### config.mk
export PLATFORM = sky130hd
export DESIGN_NAME = lsens_readout
export DESIGN_NICKNAME = d
export VERILOG_FILES = /design/src/rtl/lsens_pkg.sv /design/src/rtl/lsens_pclk_div.sv /design/src/rtl/lsens_fall_sync.sv /design/src/rtl/lsens_seq_fsm.sv /design/src/rtl/lsens_capture.sv /design/src/rtl/lsens_readout.sv
export SDC_FILE = /design/constraint.sdc
export NUM_CORES = 1
export LEC_CHECK = 0
export BUFFER_PORTS_ARGS = -buffer_cell sky130_fd_sc_hd__buf_2
export CAP_MARGIN = 40
export CORE_MARGIN = 3
export CORE_UTILIZATION = 40
export CTS_CLUSTER_SIZE = 12
export DETAILED_ROUTE_END_ITERATION = 8
export GPL_TIMING_DRIVEN = 0
export SLEW_MARGIN = 20
export SYNTH_ARGS = -nofsm -noshare
export SYNTH_HDL_FRONTEND = slang
export SYNTH_SLANG_ARGS = --single-unit
### constraint.sdc
create_clock -name clk -period 3 [get_ports clk]
set_clock_uncertainty 0.1 [all_clocks]
set_input_delay 0.45 -clock clk [delete_from_list [all_inputs] [get_ports clk]]
set_output_delay 0.45 -clock clk [all_outputs]
set_load 0.01 [all_outputs]
### src/rtl/lsens_pkg.sv
package lsens_pkg;
   typedef enum logic [2:0] {
      SQ_IDLE,
      SQ_FLUSH_ST,
      SQ_INTEG,
      SQ_READ_ST,
      SQ_READ,
      SQ_DRAIN
   } seq_state_t;
endpackage

### src/rtl/lsens_pclk_div.sv
module lsens_pclk_div #(
   parameter int DIV_W = 16
) (
   input  logic             clk,
   input  logic             rst_n,
   input  logic [DIV_W-1:0] half_i,
   output logic             pclk_o
);
   generate
      if (DIV_W < 1) begin : g_bad_div
         $error("DIV_W must be at least 1");
      end
   endgenerate

   logic [DIV_W-1:0] cnt_q;

   always_ff @(posedge clk or negedge rst_n) begin
      if (!rst_n) begin
         cnt_q  <= '0;
         pclk_o <= 1'b0;
      end else if (cnt_q >= half_i) begin
         cnt_q  <= '0;
         pclk_o <= ~pclk_o;
      end else begin
         cnt_q  <= cnt_q + DIV_W'(1);
      end
   end

   // no toggle before the terminal count
   p_pclk_hold_r1: assert property (@(posedge clk) disable iff (!rst_n)
      (cnt_q < half_i) |=> (pclk_o == $past(pclk_o)));
endmodule

### src/rtl/lsens_fall_sync.sv
module lsens_fall_sync #(
   parameter int STAGES = 2
) (
   input  logic clk,
   input  logic rst_n,
   input  logic async_i,
   output logic fall_o
);
   generate
      if (STAGES < 2) begin : g_bad_sync
         $error("STAGES must be at least 2");
      end
   endgenerate

   // bits 0..STAGES-1 synchronize, bit STAGES holds the previous value
   logic [STAGES:0] chain_q;

   always_ff @(posedge clk or negedge rst_n) begin
      if (!rst_n) chain_q <= '1;
      else        chain_q <= {chain_q[STAGES-1:0], async_i};
   end

   assign fall_o = chain_q[STAGES] & ~chain_q[STAGES-1];
endmodule

### src/rtl/lsens_seq_fsm.sv
module lsens_seq_fsm
   import lsens_pkg::*;
#(
   parameter int ST_W  = 4,
   parameter int INT_W = 24
) (
   input  logic             clk,
   input  logic             rst_n,
   input  logic             start_req_i,
   input  logic [INT_W-1:0] integ_i,
   input  logic             binning_i,
   input  logic             eos_fall_i,
   input  logic             busy_i,
   output logic             st_o,
   output logic             mode_sel_o,
   output logic             win_o,
   output logic             start_acc_o,
   output logic             cnt_clr_o,
   output logic             line_done_o,
   output logic             short_int_o
);
   localparam int STC_W = $clog2(ST_W + 1);

   generate
      if (ST_W < 1) begin : g_bad_st
         $error("ST_W must be at least 1");
      end
   endgenerate

   seq_state_t        state_q;
   logic [STC_W-1:0]  st_cnt_q;
   logic [INT_W-1:0]  int_cnt_q;
   logic              eos_seen_q;
   logic              expired;

   assign expired     = (int_cnt_q >= integ_i);
   assign start_acc_o = (state_q == SQ_IDLE) && start_req_i;
   assign cnt_clr_o   = (state_q == SQ_INTEG) && expired && eos_seen_q;
   assign st_o        = (state_q == SQ_FLUSH_ST) || (state_q == SQ_READ_ST);
   assign win_o       = (state_q == SQ_READ_ST) || (state_q == SQ_READ);

   always_ff @(posedge clk or negedge rst_n) begin
      if (!rst_n) begin
         state_q     <= SQ_IDLE;
         st_cnt_q    <= '0;
         int_cnt_q   <= '0;
         eos_seen_q  <= 1'b0;
         mode_sel_o  <= 1'b0;
         short_int_o <= 1'b0;
         line_done_o <= 1'b0;
      end else begin
         line_done_o <= 1'b0;
         if ((state_q == SQ_FLUSH_ST) || (state_q == SQ_INTEG)) begin
            if (int_cnt_q != '1) int_cnt_q <= int_cnt_q + INT_W'(1);
            if (eos_fall_i) eos_seen_q <= 1'b1;
         end
         case (state_q)
            SQ_IDLE: if (start_req_i) begin
               state_q     <= SQ_FLUSH_ST;
               st_cnt_q    <= STC_W'(1);
               int_cnt_q   <= INT_W'(1);
               eos_seen_q  <= 1'b0;
               short_int_o <= 1'b0;
               mode_sel_o  <= binning_i;
            end
            SQ_FLUSH_ST: begin
               if (st_cnt_q >= STC_W'(ST_W)) state_q <= SQ_INTEG;
               else st_cnt_q <= st_cnt_q + STC_W'(1);
            end
            SQ_INTEG: if (expired) begin
               if (eos_seen_q) begin
                  state_q  <= SQ_READ_ST;
                  st_cnt_q <= STC_W'(1);
               end else begin
                  short_int_o <= 1'b1;
               end
            end
            SQ_READ_ST: begin
               if (eos_fall_i) state_q <= SQ_DRAIN;
               else if (st_cnt_q >= STC_W'(ST_W)) state_q <= SQ_READ;
               else st_cnt_q <= st_cnt_q + STC_W'(1);
            end
            SQ_READ: if (eos_fall_i) state_q <= SQ_DRAIN;
            SQ_DRAIN: if (!busy_i) begin
               line_done_o <= 1'b1;
               state_q     <= SQ_IDLE;
            end
            default: state_q <= SQ_IDLE;
         endcase
      end
   end

   // mode fixed while an acquisition runs
   p_mode_hold_r10: assert property (@(posedge clk) disable iff (!rst_n)
      (state_q != SQ_IDLE) |=> $stable(mode_sel_o));
   // second pulse held back until the flush scan has ended
   p_hold_second_r9: assert property (@(posedge clk) disable iff (!rst_n)
      (state_q == SQ_INTEG && !eos_seen_q) |=> (state_q != SQ_READ_ST));
   // done is a single-cycle pulse and never precedes a pending sample
   p_done_pulse_r7: assert property (@(posedge clk) disable iff (!rst_n)
      line_done_o |=> !line_done_o);
   p_done_idle_r7: assert property (@(posedge clk) disable iff (!rst_n)
      line_done_o |-> !busy_i);
endmodule

### src/rtl/lsens_capture.sv
module lsens_capture #(
   parameter int DATA_W  = 12,
   parameter int MAX_PIX = 2048
) (
   input  logic                         clk,
   input  logic                         rst_n,
   input  logic                         trig_fall_i,
   input  logic                         win_i,
   input  logic                         cnt_clr_i,
   input  logic                         start_acc_i,
   input  logic                         adc_valid_i,
   input  logic [DATA_W-1:0]            adc_data_i,
   output logic                         conv_o,
   output logic                         busy_o,
   output logic                         wr_en_o,
   output logic [$clog2(MAX_PIX)-1:0]   wr_addr_o,
   output logic [DATA_W-1:0]            wr_data_o,
   output logic [$clog2(MAX_PIX+1)-1:0] pix_count_o,
   output logic                         ovf_o
);
   localparam int AW = $clog2(MAX_PIX);
   localparam int CW = $clog2(MAX_PIX + 1);

   generate
      if (MAX_PIX < 2) begin : g_bad_depth
         $error("MAX_PIX must be at least 2");
      end
      if (DATA_W < 1) begin : g_bad_data
         $error("DATA_W must be at least 1");
      end
   endgenerate

   logic req;
   assign req = trig_fall_i & win_i;

   always_ff @(posedge clk or negedge rst_n) begin
      if (!rst_n) begin
         conv_o      <= 1'b0;
         busy_o      <= 1'b0;
         wr_en_o     <= 1'b0;
         wr_addr_o   <= '0;
         wr_data_o   <= '0;
         pix_count_o <= '0;
         ovf_o       <= 1'b0;
      end else begin
         conv_o  <= req;
         wr_en_o <= 1'b0;
         if (req)              busy_o <= 1'b1;
         else if (adc_valid_i) busy_o <= 1'b0;
         if (start_acc_i) ovf_o <= 1'b0;
         if (cnt_clr_i) begin
            pix_count_o <= '0;
         end else if (adc_valid_i && busy_o) begin
            if (pix_count_o < CW'(MAX_PIX)) begin
               wr_en_o     <= 1'b1;
               wr_addr_o   <= AW'(pix_count_o);
               wr_data_o   <= adc_data_i;
               pix_count_o <= pix_count_o + CW'(1);
            end else begin
               ovf_o <= 1'b1;
            end
         end
      end
   end

   // a conversion only follows an open window
   p_conv_in_window_r4: assert property (@(posedge clk) disable iff (!rst_n)
      conv_o |-> $past(win_i));
   // each write advances the count by one at the matching address
   p_count_step_r6: assert property (@(posedge clk) disable iff (!rst_n)
      wr_en_o |-> (pix_count_o == $past(pix_count_o) + CW'(1)));
   p_addr_order_r5: assert property (@(posedge clk) disable iff (!rst_n)
      wr_en_o |-> (wr_addr_o == AW'($past(pix_count_o))));
   // overflow is sticky and blocks writes
   p_ovf_sticky_r8: assert property (@(posedge clk) disable iff (!rst_n)
      (ovf_o && !start_acc_i) |=> ovf_o);
   p_no_overflow_write_r8: assert property (@(posedge clk) disable iff (!rst_n)
      ovf_o |-> !wr_en_o);
endmodule

### src/rtl/lsens_readout.sv
module lsens_readout #(
   parameter int DIV_W       = 16,
   parameter int INT_W       = 24,
   parameter int ST_W        = 4,
   parameter int DATA_W      = 12,
   parameter int MAX_PIX     = 2048,
   parameter int SYNC_STAGES = 2
) (
   input  logic                         clk,
   input  logic                         rst_n,
   input  logic [DIV_W-1:0]             pclk_div_i,
   input  logic [INT_W-1:0]             integ_i,
   input  logic                         start_req_i,
   input  logic                         binning_i,
   input  logic                         trig_i,
   input  logic                         eos_n_i,
   input  logic                         adc_valid_i,
   input  logic [DATA_W-1:0]            adc_data_i,
   output logic                         pclk_o,
   output logic                         st_o,
   output logic                         mode_sel_o,
   output logic                         conv_o,
   output logic                         wr_en_o,
   output logic [$clog2(MAX_PIX)-1:0]   wr_addr_o,
   output logic [DATA_W-1:0]            wr_data_o,
   output logic [$clog2(MAX_PIX+1)-1:0] pix_count_o,
   output logic                         line_done_o,
   output logic                         short_int_o,
   output logic                         ovf_o
);
   logic trig_fall, eos_fall, win, start_acc, cnt_clr, busy;

   lsens_pclk_div #(.DIV_W(DIV_W)) u_div (
      .clk(clk), .rst_n(rst_n), .half_i(pclk_div_i), .pclk_o(pclk_o));

   lsens_fall_sync #(.STAGES(SYNC_STAGES)) u_trig_sync (
      .clk(clk), .rst_n(rst_n), .async_i(trig_i), .fall_o(trig_fall));

   lsens_fall_sync #(.STAGES(SYNC_STAGES)) u_eos_sync (
      .clk(clk), .rst_n(rst_n), .async_i(eos_n_i), .fall_o(eos_fall));

   lsens_seq_fsm #(.ST_W(ST_W), .INT_W(INT_W)) u_seq (
      .clk(clk), .rst_n(rst_n), .start_req_i(start_req_i), .integ_i(integ_i),
      .binning_i(binning_i), .eos_fall_i(eos_fall), .busy_i(busy),
      .st_o(st_o), .mode_sel_o(mode_sel_o), .win_o(win),
      .start_acc_o(start_acc), .cnt_clr_o(cnt_clr),
      .line_done_o(line_done_o), .short_int_o(short_int_o));

   lsens_capture #(.DATA_W(DATA_W), .MAX_PIX(MAX_PIX)) u_cap (
      .clk(clk), .rst_n(rst_n), .trig_fall_i(trig_fall), .win_i(win),
      .cnt_clr_i(cnt_clr), .start_acc_i(start_acc),
      .adc_valid_i(adc_valid_i), .adc_data_i(adc_data_i),
      .conv_o(conv_o), .busy_o(busy), .wr_en_o(wr_en_o),
      .wr_addr_o(wr_addr_o), .wr_data_o(wr_data_o),
      .pix_count_o(pix_count_o), .ovf_o(ovf_o));

   // nothing reaches the buffer outside the read window
   p_no_flush_capture_r3: assert property (@(posedge clk) disable iff (!rst_n)
      (st_o && !win) |-> !conv_o);
endmodule

; ---- Word level (Yosys, flattened, before mapping)
; Index checks and enable logic that the tools add are counted.
; W data, S select, Z words.
[classes]
addsub = 4
multipliers = 0
n_div = 0
n_lt_le_gt_ge = 4
eq_ne = 15
shifts = 0
mux = 41
bitwise = 7
n_reduce_logical = 19
[ops]
columns = op, n
row1 = $mux W24, 4
row2 = $mux W12, 3
row3 = $mux W3, 12
row4 = $add A24 B1 Y24 const B, 1
row5 = $ge A24 B24 Y1, 1
row6 = $ne A24 B24 Y1 const B, 1
row7 = $mux W1, 18
row8 = $pmux W3 S6, 1
row9 = $add A16 B1 Y16 const B, 1
row10 = $ge A16 B16 Y1, 1
row11 = $mux W16, 1
row12 = $add A12 B1 Y12 const B, 1
row13 = $lt A12 B12 Y1 const B, 1
row14 = $ne A2 B2 Y1 const B, 6
row15 = $pmux W3 S4, 1
row16 = $reduce_bool A2 Y1, 4
row17 = $reduce_and A7 Y1, 1
row18 = $eq A3 B2 Y1 const B, 2
row19 = $eq A3 B3 Y1 const B, 2
row20 = $reduce_and A5 Y1, 1
row21 = $logic_and A1 B1 Y1, 4
row22 = $ne A2 B1 Y1 const B, 2
row23 = $not A1 Y1, 4
row24 = $reduce_and A2 Y1, 2
row25 = other kinds (11), 15
[totals]
regBits = 96
latchBits = 0
mem_bits_rw = 0
romBits = 0
output_inout_bits = 43
n_memories = 0

; ---- Depth between registers and ports, before layout
[logic_depth]
ltp_word = 6
ltp_mapped = 11
depth_no_buf = 9

; ---- By module
; Synthesis repeated with hierarchy kept, for this count alone.
[hier_totals]
hier_cells = 540
area_unflattened_um2 = 5450.2
[by_module_without_submodules]
columns = module, n_inst, cells_per_inst, area_each_um2, seq_area_each_um2
row1 = lsens_seq_fsm, 1, 283, 2497.4, 850.8
row2 = lsens_capture, 1, 120, 1605.3, 975.9
row3 = lsens_pclk_div, 1, 129, 1162.4, 425.4
row4 = lsens_fall_sync, 2, 4, 92.6, 78.8

; ---- Worst setup path before layout
; Ideal clock, no wire load.
[synth_timing]
path_kind = input-to-reg
startpoint = in integ_i[23]
endpoint = reg u_cap.wr_addr_o[4]
arrival_ns = 2.304
required_time_ns = 2.775
path_slack_ns = 0.472
cell_stages = 9
path_buffers = 1
path_cell_list = inv_1 -> ha_1 -> nand4_1 -> or3_1 -> nor3_1 -> nor2_2 -> o21ai_4 -> buf_6 -> mux2_2
[synth_via]
elab_chain_len = 5
[synth_lines]
columns = item, line_no
row1 = start: declaration, lsens_readout.sv:12  ; input logic [INT_W-1:0] integ_i,
row2 = $ge A24 B24 Y1, lsens_seq_fsm.sv:36  ; assign expired = (int_cnt_q >= integ_i);
row3 = $logic_and A1 B1 Y1 (2 in a row), lsens_seq_fsm.sv:38  ; assign cnt_clr_o = (state_q == SQ_INTEG) && expired && eos_seen_q;
row4 = $not A1 Y1 (no source line), -
row5 = $reduce_and A3 Y1 (no source line), -
row6 = end signal: assignment, lsens_capture.sv:56  ; wr_addr_o <= AW'(pix_count_o);
row7 = end: declaration, lsens_capture.sv:16  ; output logic [$clog2(MAX_PIX)-1:0] wr_addr_o,
; No other way between the ends.
; A chain may end at the register's enable or synchronous reset.

; ---- Worst setup path in the final report
[layout_timing]
startpoint = reg u_seq.int_cnt_q[23]
endpoint = reg u_cap.wr_addr_o[7]
[layout_via]
elab_chain_len = 5
[layout_lines]
columns = item, line_no
row1 = start: declaration, lsens_seq_fsm.sv:32  ; logic [INT_W-1:0] int_cnt_q;
row2 = start signal: assignment, lsens_seq_fsm.sv:54  ; if (int_cnt_q != '1) int_cnt_q <= int_cnt_q + INT_W'(1);
row3 = $ge A24 B24 Y1, lsens_seq_fsm.sv:36
row4 = $logic_and A1 B1 Y1 (2 in a row), lsens_seq_fsm.sv:38
row5 = $not A1 Y1 (no source line), -
row6 = $reduce_and A3 Y1 (no source line), -
; No other way between the ends.

==> impl_metrics.env <==
export IMPL_fin_crit_ns=2.85
export IMPL_crit_arrival_ns=2.97
export IMPL_ys_warn_count=0
export IMPL_gr_usage_met3_pct=5.00
export IMPL_fmax_mhz=351
export IMPL_postRouteAntennaNets=0
export IMPL_crit_fanout=10
export IMPL_port_buffers=101
export IMPL_rsz0062_at_grt="false"
export IMPL_drive_above_1_share_pct=24.2
export IMPL_dpl_cell_area_mm2=0.00599
export IMPL_post_place_ws_ns=0.0281
export IMPL_grt_busiest_layer="met2"
export IMPL_numClockSinks=96
export IMPL_ys_seq_area_share_pct=46.0
export IMPL_drt_iter0_drc=125
export IMPL_multiInputGateArea_mm2=0.00258
export IMPL_seq_area_mm2=0.00241
export IMPL_drt_wl_total_mm=11.0
export IMPL_cp_num_buf_inv=1
export IMPL_worst_path_max_delay_cell="or3_1"
export IMPL_cts_buffer_depth=2
export IMPL_post_layout_nonfiller_instances=826
export IMPL_synth_area_top_cells="dfrtp_1 (43%), ha_1 (11%), mux2_2 (4.9%)"
export IMPL_hold_class="in -> reg"
export IMPL_first_pass_iters=4
export IMPL_critPathMaxStageDelay_ns=0.48
export IMPL_drt_vias_per_instance=4.95
export IMPL_synthCells=535
export IMPL_core_mm2=0.0127
export IMPL_ir_drop_mv=0.346
export IMPL_vias=4090
export IMPL_start_util_pct=41.1
export IMPL_finalCritPeriodShare_pct=94.9
export IMPL_drc=0
export IMPL_post_drt_wl_per_cell_um=13.3
export IMPL_postCtsSetupBuffers=0
export IMPL_fill_cells=1222
export IMPL_grt_use_met1_pct=20.7
export IMPL_htree_num_levels=3
export IMPL_met2_usage_pct=25.1
export IMPL_fin_area_mm2=0.00635
export IMPL_cts_tree="built"
export IMPL_dieArea_mm2=0.0145
export IMPL_die_h_um=120
export IMPL_io_pins=102
export IMPL_synth_seq_cells=96
export IMPL_p_per_area_mw_per_mm2=663
export IMPL_min_path_cells=1
export IMPL_syn_avg_cell_area_um2=9.78
export IMPL_cap_viol_max_count=0
export IMPL_setup_slack_ns=0.154
export IMPL_synth_nets=638
export IMPL_overflow=0
export IMPL_ys_types=52
export IMPL_antenna_found_initial=0
export IMPL_critical_path_depth=9
export IMPL_grt_max_degree=64
export IMPL_max_slew_margin_pct=54.6
export IMPL_gr_usage_all_layers_pct=15.7
export IMPL_path_class="reg -> reg"
export IMPL_synth_edf_count=0
export IMPL_dp_hpwl_mm=8.33
export IMPL_tightest_slew_ns=0.679
export IMPL_netlist_area_leader_share_pct=43.0
export IMPL_die_x_um=120
export IMPL_clk_latency_ns=0.34
export IMPL_yosys_area_top_type="dfrtp_1"
export IMPL_synth_async_reset_ratio_pct=100
export IMPL_finalSetupViolCount=0
export IMPL_dp_cells=809
export IMPL_clkTransAtPathRegs_ns=0.07
export IMPL_yosysMostFrequentCell="dfrtp_1"
export IMPL_cts_buffers_inserted=9
export IMPL_area_growth_pct=21.3
export IMPL_grt_first_pass_wirelength_mm=18.6
export IMPL_hold_viol=0
export IMPL_cp_start_kind="flop"
export IMPL_synth_ff_type="dfrtp_1"
export IMPL_path_cells="ha_1 -> nand4_1 -> or3_1 -> a21oi_1 -> a211o_2 -> nor2_2 -> o21ai_4 -> buf_6 -> mux2_2"
export IMPL_rows=41
export IMPL_tns_ns=0
export IMPL_gp_congestion=0.784
export IMPL_n_antenna_cell=0
export IMPL_leakage_nw=3.29
export IMPL_cpLargestDelayFamily="simple AND/OR/NAND/NOR gates"
export IMPL_synth_commonest_cells="dfrtp_1 (90), nor2_1 (65), inv_1 (50)"
export IMPL_synthesis_area_mm2=0.00523
export IMPL_reg2reg_depth=9
export IMPL_endpoint_kind="flop"
export IMPL_fin_nets=752
export IMPL_maxSlewViolCount=0
export IMPL_status="completed"
export IMPL_critPathRequiredTime_ns=3.12
export IMPL_grt_pass1_vias=4119
export IMPL_cts_root_buf="clkbuf_16"
[cells in the final DEF (no fill, tap or decap), types with 15 or more instances in the layout]
cell type / netlist / layout
a21oi_1: 27 / 27
buf_2: 1 / 101
dfrtp_1: 90 / 90
ha_1: 44 / 44
inv_1: 50 / 50
mux2_2: 23 / 23
nand2_1: 46 / 46
nand3_1: 27 / 27
nand4_1: 15 / 15
nor2_1: 65 / 65
o21ai_0: 21 / 21
xnor2_1: 15 / 15
xor2_1: 28 / 28
[sequential cells by signal, indices dropped and copies added (netlist names), 3 cells and up]
signal and flops:
u_cap.wr_addr_o 11, u_cap.wr_data_o 12, u_seq.state_q 3, u_seq.int_cnt_q 24
u_div.cnt_q 16, u_trig_sync.chain_q 3, u_eos_sync.chain_q 3, u_cap.pix_count_o 12
u_seq.st_cnt_q 3
[layout make-up]
type                            count  share of cell area (%)
Multi-Input combinational cell    377                    40.6
Sequential cell                    96                    38.0
Timing Repair Buffer              103                    8.65
Clock buffer                        9                    3.55
Tap cell                          172                    3.39
Inverter                           50                    2.96
Clock inverter                      7                    1.89
Buffer                             12                   0.985
[power breakdown]
part           switching [mW]  internal [mW]  total (mW)  leakage (nW)
Sequential              0.211           1.54        1.75          1.26
Clock                   0.500          0.816        1.32         0.166
Combinational           0.633          0.515        1.15          1.86
[stage by stage]
stage / hold WS, ns / power, mW / util, %
final: 0.107 / 4.21 / 49.9
after floorplan: 0.0544 / 2.51 / -
after CTS: 0.0942 / 4.27 / 49.9
after detailed placement: 0.247 / 2.93 / 47.1
after global routing: 0.0951 / 4.49 / 49.9
after global placement: 0.246 / 2.87 / 46.8
[metal layers]
layer  wire (um)  up-vias
li1            -     2054
met1        5140     1951
met2        5010       77
met3         713        8
met4         106        0
met5           0        -
[cell families (layout without fill, tap and decap cells)]
| group | Yosys count | in the layout | share of synthesized area, % |
|---|---|---|---|
| compound gates | 70 | 70 | 8.15 |
| xor+xnor | 43 | 43 | 7.20 |
| mux | 26 | 26 | 5.52 |
| flops | 96 | 96 | 46.0 |
| fa+ha+maj | 44 | 44 | 10.5 |
| simple gates | 194 | 194 | 17.8 |
| buf+inv | 62 | 181 | 4.78 |
[final timing paths]
check | endpoint | slack (ns) | start
worst min-delay path | u_trig_sync.chain_q[0] | 0.11 | trig_i
min in group asynchronous | u_cap.wr_data_o[4] | 0.47 | rst_n
worst max-delay path | u_cap.wr_addr_o[7] | 0.15 | u_seq.int_cnt_q[23]
worst max register to register | u_cap.wr_addr_o[7] | 0.15 | u_seq.int_cnt_q[23]
max in group asynchronous | u_eos_sync.chain_q[0] | 1.67 | rst_n
worst min register to register | u_trig_sync.chain_q[1] | 0.26 | u_trig_sync.chain_q[0]
[worst reg2reg max path: stages (launching register included)]
cell and delay (ns):
dfrtp_1 0.42, ha_1 0.34, nand4_1 0.17, or3_1 0.48, a21oi_1 0.16, a211o_2 0.17
nor2_2 0.08, o21ai_4 0.28, buf_6 0.20, mux2_2 0.34
[repair_timing]
| action | in CTS | in global routing |
|---|---|---|
| hold buffers | 1 | 0 |
| hold endpoints to repair | 33 | 0 |
| resized for setup | 0 | 1 |
| setup endpoints to repair | 0 | 11 |
Note: power is estimated with default switching activity, not from simulation.
